===== src/rtl/csplit_resp_handler.sv =====
module csplit_resp_handler #(
  parameter int BYTES_W  = 15,
  parameter int PKT_W    = 11,
  parameter int CERR_MAX = 3
) (
  input  logic               clk,
  input  logic               rst_n,
  input  logic               qh_load,
  input  logic [BYTES_W-1:0] ld_offset,
  input  logic [BYTES_W-1:0] ld_bytes,
  input  logic               ld_toggle,
  input  logic [PKT_W-1:0]   max_pkt,
  input  logic               resp_valid,
  input  logic [2:0]         resp_code,
  input  logic               dir_in,
  input  logic               time_left,
  input  logic [PKT_W-1:0]   rx_bytes,
  output logic               act_valid,
  output logic [2:0]         act_code,
  output logic               retire,
  output logic               illegal,
  output logic [1:0]         cerr,
  output logic               st_active,
  output logic               st_halted,
  output logic               st_xact_err,
  output logic               st_err,
  output logic [BYTES_W-1:0] cur_offset,
  output logic [BYTES_W-1:0] bytes_left,
  output logic               data_toggle,
  output logic [BYTES_W-1:0] split_bytes
);

  localparam logic [1:0] CMAX = 2'(CERR_MAX);
  localparam logic [2:0] A_CSPLIT = 3'd1, A_EXIT = 3'd2, A_START = 3'd3, A_HALT = 3'd4;
  localparam logic [2:0] R_XERR = 3'd0, R_ACK = 3'd1, R_MDATA = 3'd2, R_DATA0 = 3'd3,
                         R_DATA1 = 3'd4, R_NAK = 3'd5, R_ERR = 3'd6, R_STALL = 3'd7;

  logic               legal;
  logic [1:0]         cerr_dec;
  logic [BYTES_W-1:0] pkt_ext, rx_ext, rx_total, ack_amt, dat_amt;
  logic               pid_match;

  always_comb begin
    case (resp_code)
      R_ACK:                    legal = !dir_in;
      R_MDATA, R_DATA0, R_DATA1: legal = dir_in;
      default:                  legal = 1'b1;
    endcase
  end

  assign cerr_dec  = (cerr == 2'd0) ? 2'd0 : cerr - 2'd1;
  assign pkt_ext   = BYTES_W'(max_pkt);
  assign rx_ext    = BYTES_W'(rx_bytes);
  assign rx_total  = split_bytes + rx_ext;
  assign ack_amt   = (pkt_ext < bytes_left) ? pkt_ext : bytes_left;
  assign dat_amt   = (rx_total < bytes_left) ? rx_total : bytes_left;
  assign pid_match = (resp_code == R_DATA1) == data_toggle;

  always_ff @(posedge clk or negedge rst_n) begin
    if (!rst_n) begin
      act_valid   <= 1'b0;
      act_code    <= 3'd0;
      retire      <= 1'b0;
      illegal     <= 1'b0;
      cerr        <= CMAX;
      st_active   <= 1'b0;
      st_halted   <= 1'b0;
      st_xact_err <= 1'b0;
      st_err      <= 1'b0;
      cur_offset  <= '0;
      bytes_left  <= '0;
      data_toggle <= 1'b0;
      split_bytes <= '0;
    end else begin
      act_valid <= 1'b0;
      retire    <= 1'b0;
      if (qh_load) begin
        cur_offset  <= ld_offset;
        bytes_left  <= ld_bytes;
        data_toggle <= ld_toggle;
        cerr        <= CMAX;
        st_active   <= 1'b1;
        st_halted   <= 1'b0;
        st_xact_err <= 1'b0;
        st_err      <= 1'b0;
        split_bytes <= '0;
      end else if (resp_valid) begin
        act_valid <= 1'b1;
        act_code  <= A_EXIT;
        if (st_halted) begin
          act_code <= A_HALT;
        end else if (!legal) begin
          illegal <= 1'b1;
        end else begin
          case (resp_code)
            R_XERR: begin
              st_xact_err <= 1'b1;
              cerr        <= cerr_dec;
              if (cerr_dec == 2'd0 || (!time_left && dir_in)) begin
                act_code  <= A_HALT;
                st_halted <= 1'b1;
                st_active <= 1'b0;
              end else if (!time_left) begin
                act_code <= A_START;
              end else begin
                act_code <= A_CSPLIT;
              end
            end
            R_ACK: begin
              cur_offset  <= cur_offset + ack_amt;
              bytes_left  <= bytes_left - ack_amt;
              data_toggle <= !data_toggle;
              cerr        <= CMAX;
              retire      <= (bytes_left != '0) && (bytes_left == ack_amt);
            end
            R_MDATA: begin
              split_bytes <= rx_total;
              act_code    <= A_CSPLIT;
            end
            R_DATA0, R_DATA1: begin
              split_bytes <= '0;
              if (pid_match) begin
                cur_offset  <= cur_offset + dat_amt;
                bytes_left  <= bytes_left - dat_amt;
                data_toggle <= !data_toggle;
                retire      <= (bytes_left != '0) && (bytes_left == dat_amt);
              end
            end
            R_NAK: cerr <= CMAX;
            R_ERR: begin
              st_err <= 1'b1;
              cerr   <= cerr_dec;
            end
            default: begin
              act_code  <= A_HALT;
              st_active <= 1'b0;
              st_halted <= 1'b1;
              retire    <= 1'b1;
            end
          endcase
        end
      end
    end
  end


  one_action_chk: assert property (@(posedge clk) disable iff (!rst_n)
    (resp_valid && !qh_load) |=> act_valid);

  no_spurious_chk: assert property (@(posedge clk) disable iff (!rst_n)
    !resp_valid |=> !act_valid);

  nak_reload_chk: assert property (@(posedge clk) disable iff (!rst_n)
    (resp_valid && !qh_load && !st_halted && resp_code == R_NAK) |=> (cerr == CMAX));

  stall_halt_chk: assert property (@(posedge clk) disable iff (!rst_n)
    (resp_valid && !qh_load && !st_halted && resp_code == R_STALL)
      |=> (st_halted && !st_active && retire && act_code == A_HALT));

  illegal_sticky_chk: assert property (@(posedge clk) disable iff (!rst_n)
    illegal |=> illegal);

  halt_hold_chk: assert property (@(posedge clk) disable iff (!rst_n)
    (st_halted && !qh_load) |=> (st_halted && $stable(bytes_left) && $stable(cerr)));

endmodule


===== config.mk =====
export PLATFORM = sky130hd
export DESIGN_NAME = csplit_resp_handler
export DESIGN_NICKNAME = d
export VERILOG_FILES = /design/src/rtl/csplit_resp_handler.sv
export SDC_FILE = /design/constraint.sdc
export NUM_CORES = 1
export LEC_CHECK = 0
export BUFFER_PORTS_ARGS = -buffer_cell sky130_fd_sc_hd__buf_2
export CORE_MARGIN = 2
export CORE_UTILIZATION = 45
export CTS_BUF_LIST = sky130_fd_sc_hd__clkbuf_4
export CTS_CLUSTER_SIZE = 16
export DETAILED_ROUTE_END_ITERATION = 8
export GPL_TIMING_DRIVEN = 0
export PLACE_DENSITY = 0.76
export SLEW_MARGIN = 0
export SYNTH_ARGS = -nofsm -noshare
export SYNTH_HDL_FRONTEND = slang
export SYNTH_SLANG_ARGS = --single-unit

===== constraint.sdc =====
create_clock -name clk -period 15.9 [get_ports clk]
set_clock_uncertainty 0.05 [all_clocks]
set_input_delay 3.18 -clock clk [delete_from_list [all_inputs] [get_ports clk]]
set_output_delay 3.18 -clock clk [all_outputs]
set_load 0.05 [all_outputs]

==> results of run 1 <==
layer usage:
| metal | part of all wire | wire length (um) | up-vias |
|---|---|---|---|
| li1 | - | - | 3074 |
| met1 | 0.47 | 8730 | 2876 |
| met2 | 0.43 | 7940 | 256 |
| met3 | 0.072 | 1340 | 41 |
| met4 | 0.032 | 601 | 0 |
| met5 | 0 | 0 | - |
worst max-delay path, cell delays in order:
cell and delay [ns]:
buf_2 0.10, ha_1 0.35, a21o_1 0.20, a211oi_2 0.33
o2bb2ai_1 0.16, o21a_1 0.21, o21ai_0 0.19, xor2_1 0.22
ha_1 0.24, or4_4 0.54, a21oi_2 0.15, nand2_2 0.08
o31ai_4 0.28, nor2_2 0.17, mux2_4 0.34, mux2_2 0.28
ha_1 0.22, fa_1 0.42, a21oi_1 0.19, o211ai_1 0.19
o21ai_0 0.27, nand2b_1 0.09, a21oi_1 0.18, xor2_1 0.16
o21ai_0 0.09, mux2_2 0.28
cell type report:
cell class | count | area share
buffer | 28 | 0.0171
clock inverter | 5 | 0.00766
antenna | 1 | 0.000348
inverter | 40 | 0.0209
clock buffer | 11 | 0.0115
multi-input combinational | 635 | 0.627
timing repair buffer | 117 | 0.0818
sequential | 58 | 0.202
tap | 180 | 0.0313
logic make-up (layout without fill, tap and decap cells):
kind of cell | Yosys count | count (layout) | synth area share
muxes | 46 | 46 | 0.0758
DFF | 58 | 58 | 0.233
other | 0 | 1 | 0
buffers and inverters | 68 | 201 | 0.0437
and+or+nand+nor | 234 | 234 | 0.179
adders and majority gates | 78 | 78 | 0.161
AOI/OAI and AO/OA | 240 | 240 | 0.255
xor gates and xnor gates | 37 | 37 | 0.0520
final timing paths:
path | from | endpoint | slack, ns | cells past startpoint
worst max-delay path | rx_bytes[7] | cur_offset[8]$_DFFE_PN0P_ | 7.08 | 26
worst min register to register | illegal$_DFFE_PN0P_ | illegal$_DFFE_PN0P_ | 0.42 | 1
worst max register to register | split_bytes[7]$_DFFE_PN0P_ | cur_offset[8]$_DFFE_PN0P_ | 9.50 | 25
max in group asynchronous | rst_n | cur_offset[0]$_DFFE_PN0P_ | 12.53 | 1
min in group asynchronous | rst_n | split_bytes[1]$_DFFE_PN0P_ | 2.70 | 1
worst min-delay path | illegal$_DFFE_PN0P_ | illegal$_DFFE_PN0P_ | 0.42 | 1
state kept, by name, indices dropped and copies added, names as in the netlist:
name,count
act_code,3
act_valid,1
bytes_left,15
cerr,2
cur_offset,15
data_toggle,1
illegal,1
retire,1
split_bytes,15
st_active,1
st_err,1
st_halted,1
st_xact_err,1
synthesized netlist by cell type, types with 3 or more instances:
library cell	instances	area, um^2
ha_1	74	926
a31oi_1	9	56.3
a2111oi_0	4	35.0
xor2_1	17	149
a22o_1	12	105
xnor2_1	20	175
o221ai_1	3	26.3
nand3b_1	5	37.5
nand4_1	10	62.6
a211oi_1	13	97.6
or3_1	4	25.0
nand3_1	15	75.1
mux2i_1	39	390
dfrtp_1	56	1400
o31ai_1	6	45.0
mux2_2	6	67.6
nand2_1	73	274
buf_2	8	40.0
inv_1	39	146
nand2b_1	14	87.6
o21a_1	11	82.6
fa_1	4	80.1
nor3_1	15	75.1
o2111ai_1	5	43.8
and3_1	8	50.1
clkbuf_1	15	56.3
nor4_1	6	37.5
o21ai_0	63	315
a21boi_0	5	37.5
o211ai_1	9	67.6
buf_1	4	15.0
a21o_1	19	143
o21bai_1	5	37.5
o22ai_1	5	31.3
nor2_1	63	236
nor2b_1	6	37.5
o21ai_1	3	15.0
a21oi_1	46	230
power by group through the flow:
stage,registers [uW],clock network (uW),logic [uW]
6_report,176,116,287
3_3_place_gp,178,0,278
2_1_floorplan,217,0,172
4_1_cts,176,117,283
3_5_place_dp,179,0,281
5_1_grt,179,121,317
per-stage QoR:
step	setup WS, ns	std cells
CTS	7.16	1074
finish	7.08	1075
global route	6.70	1074
detailed placement	6.71	1058
floorplan	7.42	761
global placement	6.78	1058
==> run summary, run 1 <==
status: finished clean
Fin. Hold Viols: 0
Final setup viols: 0
Mapped Nets: 901
Main synth FF type: dfrtp_1
synthesis warning total: 0
Sw Share: 0.458
Pwr per Cell Area: 80.6 nW/um^2
dpl cell area: 7050 um^2
die span in x: 122 um
post-DP HPWL: 14700 um
FF+latch count, synth: 58
Core Area: 13700 um^2
final period utilization: 0.555
latest clock arrival within the worst-skew pair: 0.47 ns
Post-DRT Antenna Nets: 0
DRC viols: 0
final hold slack: 0.416 ns
commonest cells after routing, fill and taps aside: buf_2 (124), ha_1 (74), nand2_1 (73), nor2_1 (63), o21ai_0 (63)
Vias per Instance: 5.81
first-pass GRT wire length: 29500 um
Mapped Cells: 761
Seq pwr share: 0.304
met3 Usage GRT: 0.0538
drt wl/cell: 17.3 um
ys async rst share: 1.00
Die Span Y: 122 um
highest clock rate: 0.113 GHz
clk sinks: 58
final wirelength: 18600 um
Max Cap Viol: 0
H-Tree Depth: 3
cell area after synthesis: 6240 um^2
number of synthesized flops with an enable pin: 0
Setup Crit Path Kind: input pin to flop
area of the multi-input gates: 4510 um^2
worst-margin pin slew: 0.942 ns
most common cell after layout, fill and taps aside: buf_2
vias: 6247
CTS tree: built
VDD IR-drop max: 0.0000413 V
I/O Buffers: 117
hold_buf cts: 0
Tot GR Track Use: 0.258
First-pass DRT Iterations: 5
Slew HR: 0.356
GP Congestion: 0.938
cts bufs inserted: 9
CTS max path bufs: 2
Leakage: 0.00349 uW
nets@finish: 1029
final instance area: 7190 um^2
Synth-to-Final Area Change: 15.3%
total die area: 14800 um^2
post-CTS resize count: 0
largest net degree at the start of global routing: 59
clock share of power: 0.200
crit path DAT: 9.13 ns
CP Capture Type: flop
Reg clk slew, reported paths: 0.11 ns
FF/Latch Area: 1450 um^2
Max Slew Vio Count: 0
IO Count: 120
Distinct cells, synth: 73
met2 usage: 0.388
CP Max Fanout: 7
Startpoint Class: input pin
initial antenna violation count: 0
RSZ-0062 raised after global routing: no
Post-CTS Setup Bufs: 0
met1 Track Usage GR: 0.364
cell-internal power: 314 uW
share of cells above drive strength 1: 0.185
global route overflow: 0
combinational share of power: 0.496
Rows: 43
initial DRC count: 548
P_sw: 266 uW
fin crit period: 8.82 ns
worst endpoint required time: 16.22 ns
vias in the first global route: 5783
syn avg cell area: 8.20 um^2
Hold Crit Class: flop to flop
Initial Utilization: 0.455
Fill cells: 1361
clock root buffer: clkbuf_4
register area share after synthesis: 0.233
final core utilization: 0.524
setup TNS: 0 ns
layer with the highest usage: met2
total chip power: 579 uW
Note: power is estimated with default switching activity, not from simulation.
==> run 2, diff against run 1 <==
--- a/config.mk
+++ b/config.mk
@@ -5,6 +5,7 @@
 export SDC_FILE = /design/constraint.sdc
 export NUM_CORES = 1
 export LEC_CHECK = 0
+export ABC_AREA = 1
 export BUFFER_PORTS_ARGS = -buffer_cell sky130_fd_sc_hd__buf_2
 export CORE_MARGIN = 2
 export CORE_UTILIZATION = 45
==> constraint.sdc (replaced) <==
create_clock -name clk -period 8.9 [get_ports clk]
set_clock_uncertainty 0.05 [all_clocks]
set_input_delay 1.78 -clock clk [delete_from_list [all_inputs] [get_ports clk]]
set_output_delay 1.78 -clock clk [all_outputs]
set_load 0.05 [all_outputs]
==> run summary, run 2 <==
IO Count: 120 (unchanged)
drt wl/cell: 16.1 um (-7.0%)
count leader, synth: nand2_1
met3 wire len: 1790 um (+33%)
first-pass GRT wire length: 32600 um (+11%)
Initial Utilization: 0.458 (+0.00307)
total die area: 15000 um^2 (+1.4%)
cell-internal power: 1020 uW (+220%)
CP Max Fanout: 10 (+3)
worst-margin pin slew: 0.773 ns (-0.169 ns)
Mapped Cells: 947 (+24%)
Synth area leaders: dfrtp_1 (22%), ha_1 (15%), nand2_1 (14%), o21ai_0 (6.5%), inv_1 (6.5%)
post-DP HPWL: 16300 um (+11%)
Slew HR: 0.485 (+0.129)
Reg clk slew, reported paths: 0.12 ns (about the same)
CTS max path bufs: 2 (unchanged)
worst endpoint required time: 9.21 ns (-7.01 ns)
CP Capture Type: flop
die span in x: 123 um (+0.71%)
Hold Crit Class: flop to flop
Distinct cells, synth: 47 (-36%)
Seq pwr share: 0.169 (-0.135)
global route overflow: 0 (unchanged)
P_sw: 1390 uW (+420%)
vias in the first global route: 6627 (+15%)
Startpoint Class: input pin
status: finished clean
cell area after synthesis: 6330 um^2 (+1.5%)
nets@finish: 1216 (+18%)
VDD IR-drop max: 0.000177 V (+330%)
clock share of power: 0.103 (-0.097)
Post-CTS Setup Bufs: 0 (unchanged)
CTS tree: built
Synth area leader: dfrtp_1
setup TNS: 0 ns (unchanged)
Die Span Y: 123 um (+0.71%)
post-CTS resize count: 0 (unchanged)
RSZ-0062 raised after global routing: no
initial antenna violation count: 0 (unchanged)
Fill cells: 1397 (+2.6%)
fin crit period: 7.02 ns
Post-DRT Antenna Nets: 0 (unchanged)
hold_buf cts: 0 (unchanged)
Yosys top cell area share: 0.221 (-0.00324)
final core utilization: 0.529 (+0.00497)
largest net degree at the start of global routing: 59 (unchanged)
highest routed layer: met4
Inserted Diodes: 0 (-1)
combinational share of power: 0.729 (+0.233)
First-pass DRT Iterations: 5 (unchanged)
DRC viols: 0 (unchanged)
Leakage: 0.00392 uW (+12%)
final period utilization: 0.788
cts bufs inserted: 9 (unchanged)
final hold slack: 0.427 ns (+0.0107 ns)
Max Cap Viol: 0 (unchanged)
Setup Crit Path Kind: input pin to flop
latest clock arrival within the worst-skew pair: 0.47 ns (about the same)
most common cell after layout, fill and taps aside: nand2_1
initial DRC count: 535 (-2.4%)
Inst Count DP: 1245 (+18%)
GP Congestion: 0.990 (+5.5%)
crit path DAT: 7.32 ns (-1.81 ns)
Max Slew Vio Count: 0 (unchanged)
Core Area: 13800 um^2 (+0.78%)
most instantiated cells after synthesis: nand2_1 (238), inv_1 (109), o21ai_0 (82), nor2_1 (79), ha_1 (74)
commonest cells after routing, fill and taps aside: nand2_1 (238), buf_2 (121), inv_1 (109), o21ai_0 (82), nor2_1 (79)
highest clock rate: 0.143 GHz
Vias per Instance: 5.49 (-5.5%)
register area share after synthesis: 0.230 (-0.00336)
Mapped Nets: 1087 (+21%)
I/O Buffers: 118 (+0.85%)
final wirelength: 20300 um (+9.1%)
Rows: 43 (unchanged)
Synth-to-Final Area Change: 15.6%
synthesis warning total: 0 (unchanged)
vias: 6928 (+11%)
ys async rst share: 1.00 (unchanged)
Main synth FF type: dfrtp_1
met1 WL: 9010 um (+3.1%)
share of cells above drive strength 1: 0.145 (-0.0393)
Sw Share: 0.577 (+0.119)
clk sinks: 58 (unchanged)
met2 WL: 8940 um (+13%)
clock root buffer: clkbuf_4
FF+latch count, synth: 58 (unchanged)
Tot GR Track Use: 0.282 (+0.0243)
Fin. Hold Viols: 0 (unchanged)
syn avg cell area: 6.68 um^2 (-18%)
H-Tree Depth: 3 (unchanged)
Top Registers: bytes_left: 15 flops, cur_offset: 15 flops, split_bytes: 15 flops
Final setup viols: 0 (unchanged)
number of synthesized flops with an enable pin: 0 (unchanged)
Post-Layout Cell Count: 1261 (+17%)
Pwr per Cell Area: 329 nW/um^2 (+310%)
## run 2: changes by cell type after synthesis, moves of 14 or more
cell and change:
nand2b_1 -14, mux2i_1 -38, a21oi_1 +22, inv_1 +70, nor2_1 +16, nand3_1 +48, nand2_1 +165, o21ai_0 +19
## run 2: logic make-up after synthesis
kind of cell | after synthesis | share of synthesized area
simple gates | 427 | 0.287
compound gates | 219 | 0.198
buf+inv | 135 | 0.0842
fa+ha+maj | 78 | 0.159
flops | 58 | 0.230
xor+xnor | 29 | 0.0401
mux | 1 | 0.00158
## run 2: area by class of cell
class / instances / area, um^2 / area share
clock buffers: 9 / 67.6 / 0.00924
multi-input cells: 754 / 4340 / 0.593
clock inverters: 7 / 101 / 0.0139
repair buffers: 118 / 593 / 0.0811
plain buffers: 21 / 103 / 0.0140
flip-flops and latches: 58 / 1450 / 0.199
inverters: 114 / 430 / 0.0588
well taps: 180 / 225 / 0.0308
## run 2: final timing paths
kind                                             from                         end  cells after the start  slack, ns
max reg2reg                split_bytes[0]$_DFFE_PN0P_  cur_offset[10]$_DFFE_PN0P_                     27       2.88
max in group asynchronous                       rst_n  split_bytes[0]$_DFFE_PN0P_                      1       6.96
min                               illegal$_DFFE_PN0P_         illegal$_DFFE_PN0P_                      2       0.43
min reg2reg                       illegal$_DFFE_PN0P_         illegal$_DFFE_PN0P_                      2       0.43
max                                       rx_bytes[0]  cur_offset[10]$_DFFE_PN0P_                     28       1.88
min in group asynchronous                       rst_n  bytes_left[11]$_DFFE_PN0P_                      1       1.32
## run 2: routing by layer
layer / vias up / track usage
met5: - / 0
met4: 0 / 0.101
met3: 45 / 0.0404
met2: 303 / 0.455
met1: 3094 / 0.385
li1: 3486 / -
## run 2: worst max-delay path: stages
cell	delay, ns
buf_2	0.08
ha_1	0.15
inv_1	0.06
fa_1	0.40
inv_1	0.10
nand2_1	0.08
a31oi_1	0.17
nor2_1	0.09
o21ai_0	0.21
xor2_1	0.30
ha_1	0.31
nand2_1	0.06
nand2_1	0.04
a21oi_1	0.16
nand2_1	0.07
a21oi_1	0.41
clkbuf_1	0.46
o21ai_0	0.26
o21ai_0	0.47
ha_1	0.38
a21oi_1	0.15
nand2_1	0.13
a21oi_1	0.31
o21bai_1	0.16
a21oi_1	0.19
o211ai_1	0.11
a21oi_1	0.19
nor2_1	0.06
## run 2: power by group through the flow
stage / Combinational, uW / Clock [uW] / Sequential [uW]
floorplan: 1120 / 0 / 591
global placement: 1700 / 0 / 408
detailed placement: 1720 / 0 / 410
CTS: 1730 / 252 / 404
global route: 1970 / 260 / 416
finish: 1750 / 247 / 407
## run 2: metrics by stage
stage	power, uW	setup WS (ns)	cell area, um^2
finish	2410	1.88	7320
global route	2650	1.30	7320
CTS	2380	2.00	7310
detailed placement	2130	1.52	7140
global placement	2110	1.59	7140
floorplan	1720	2.76	6330
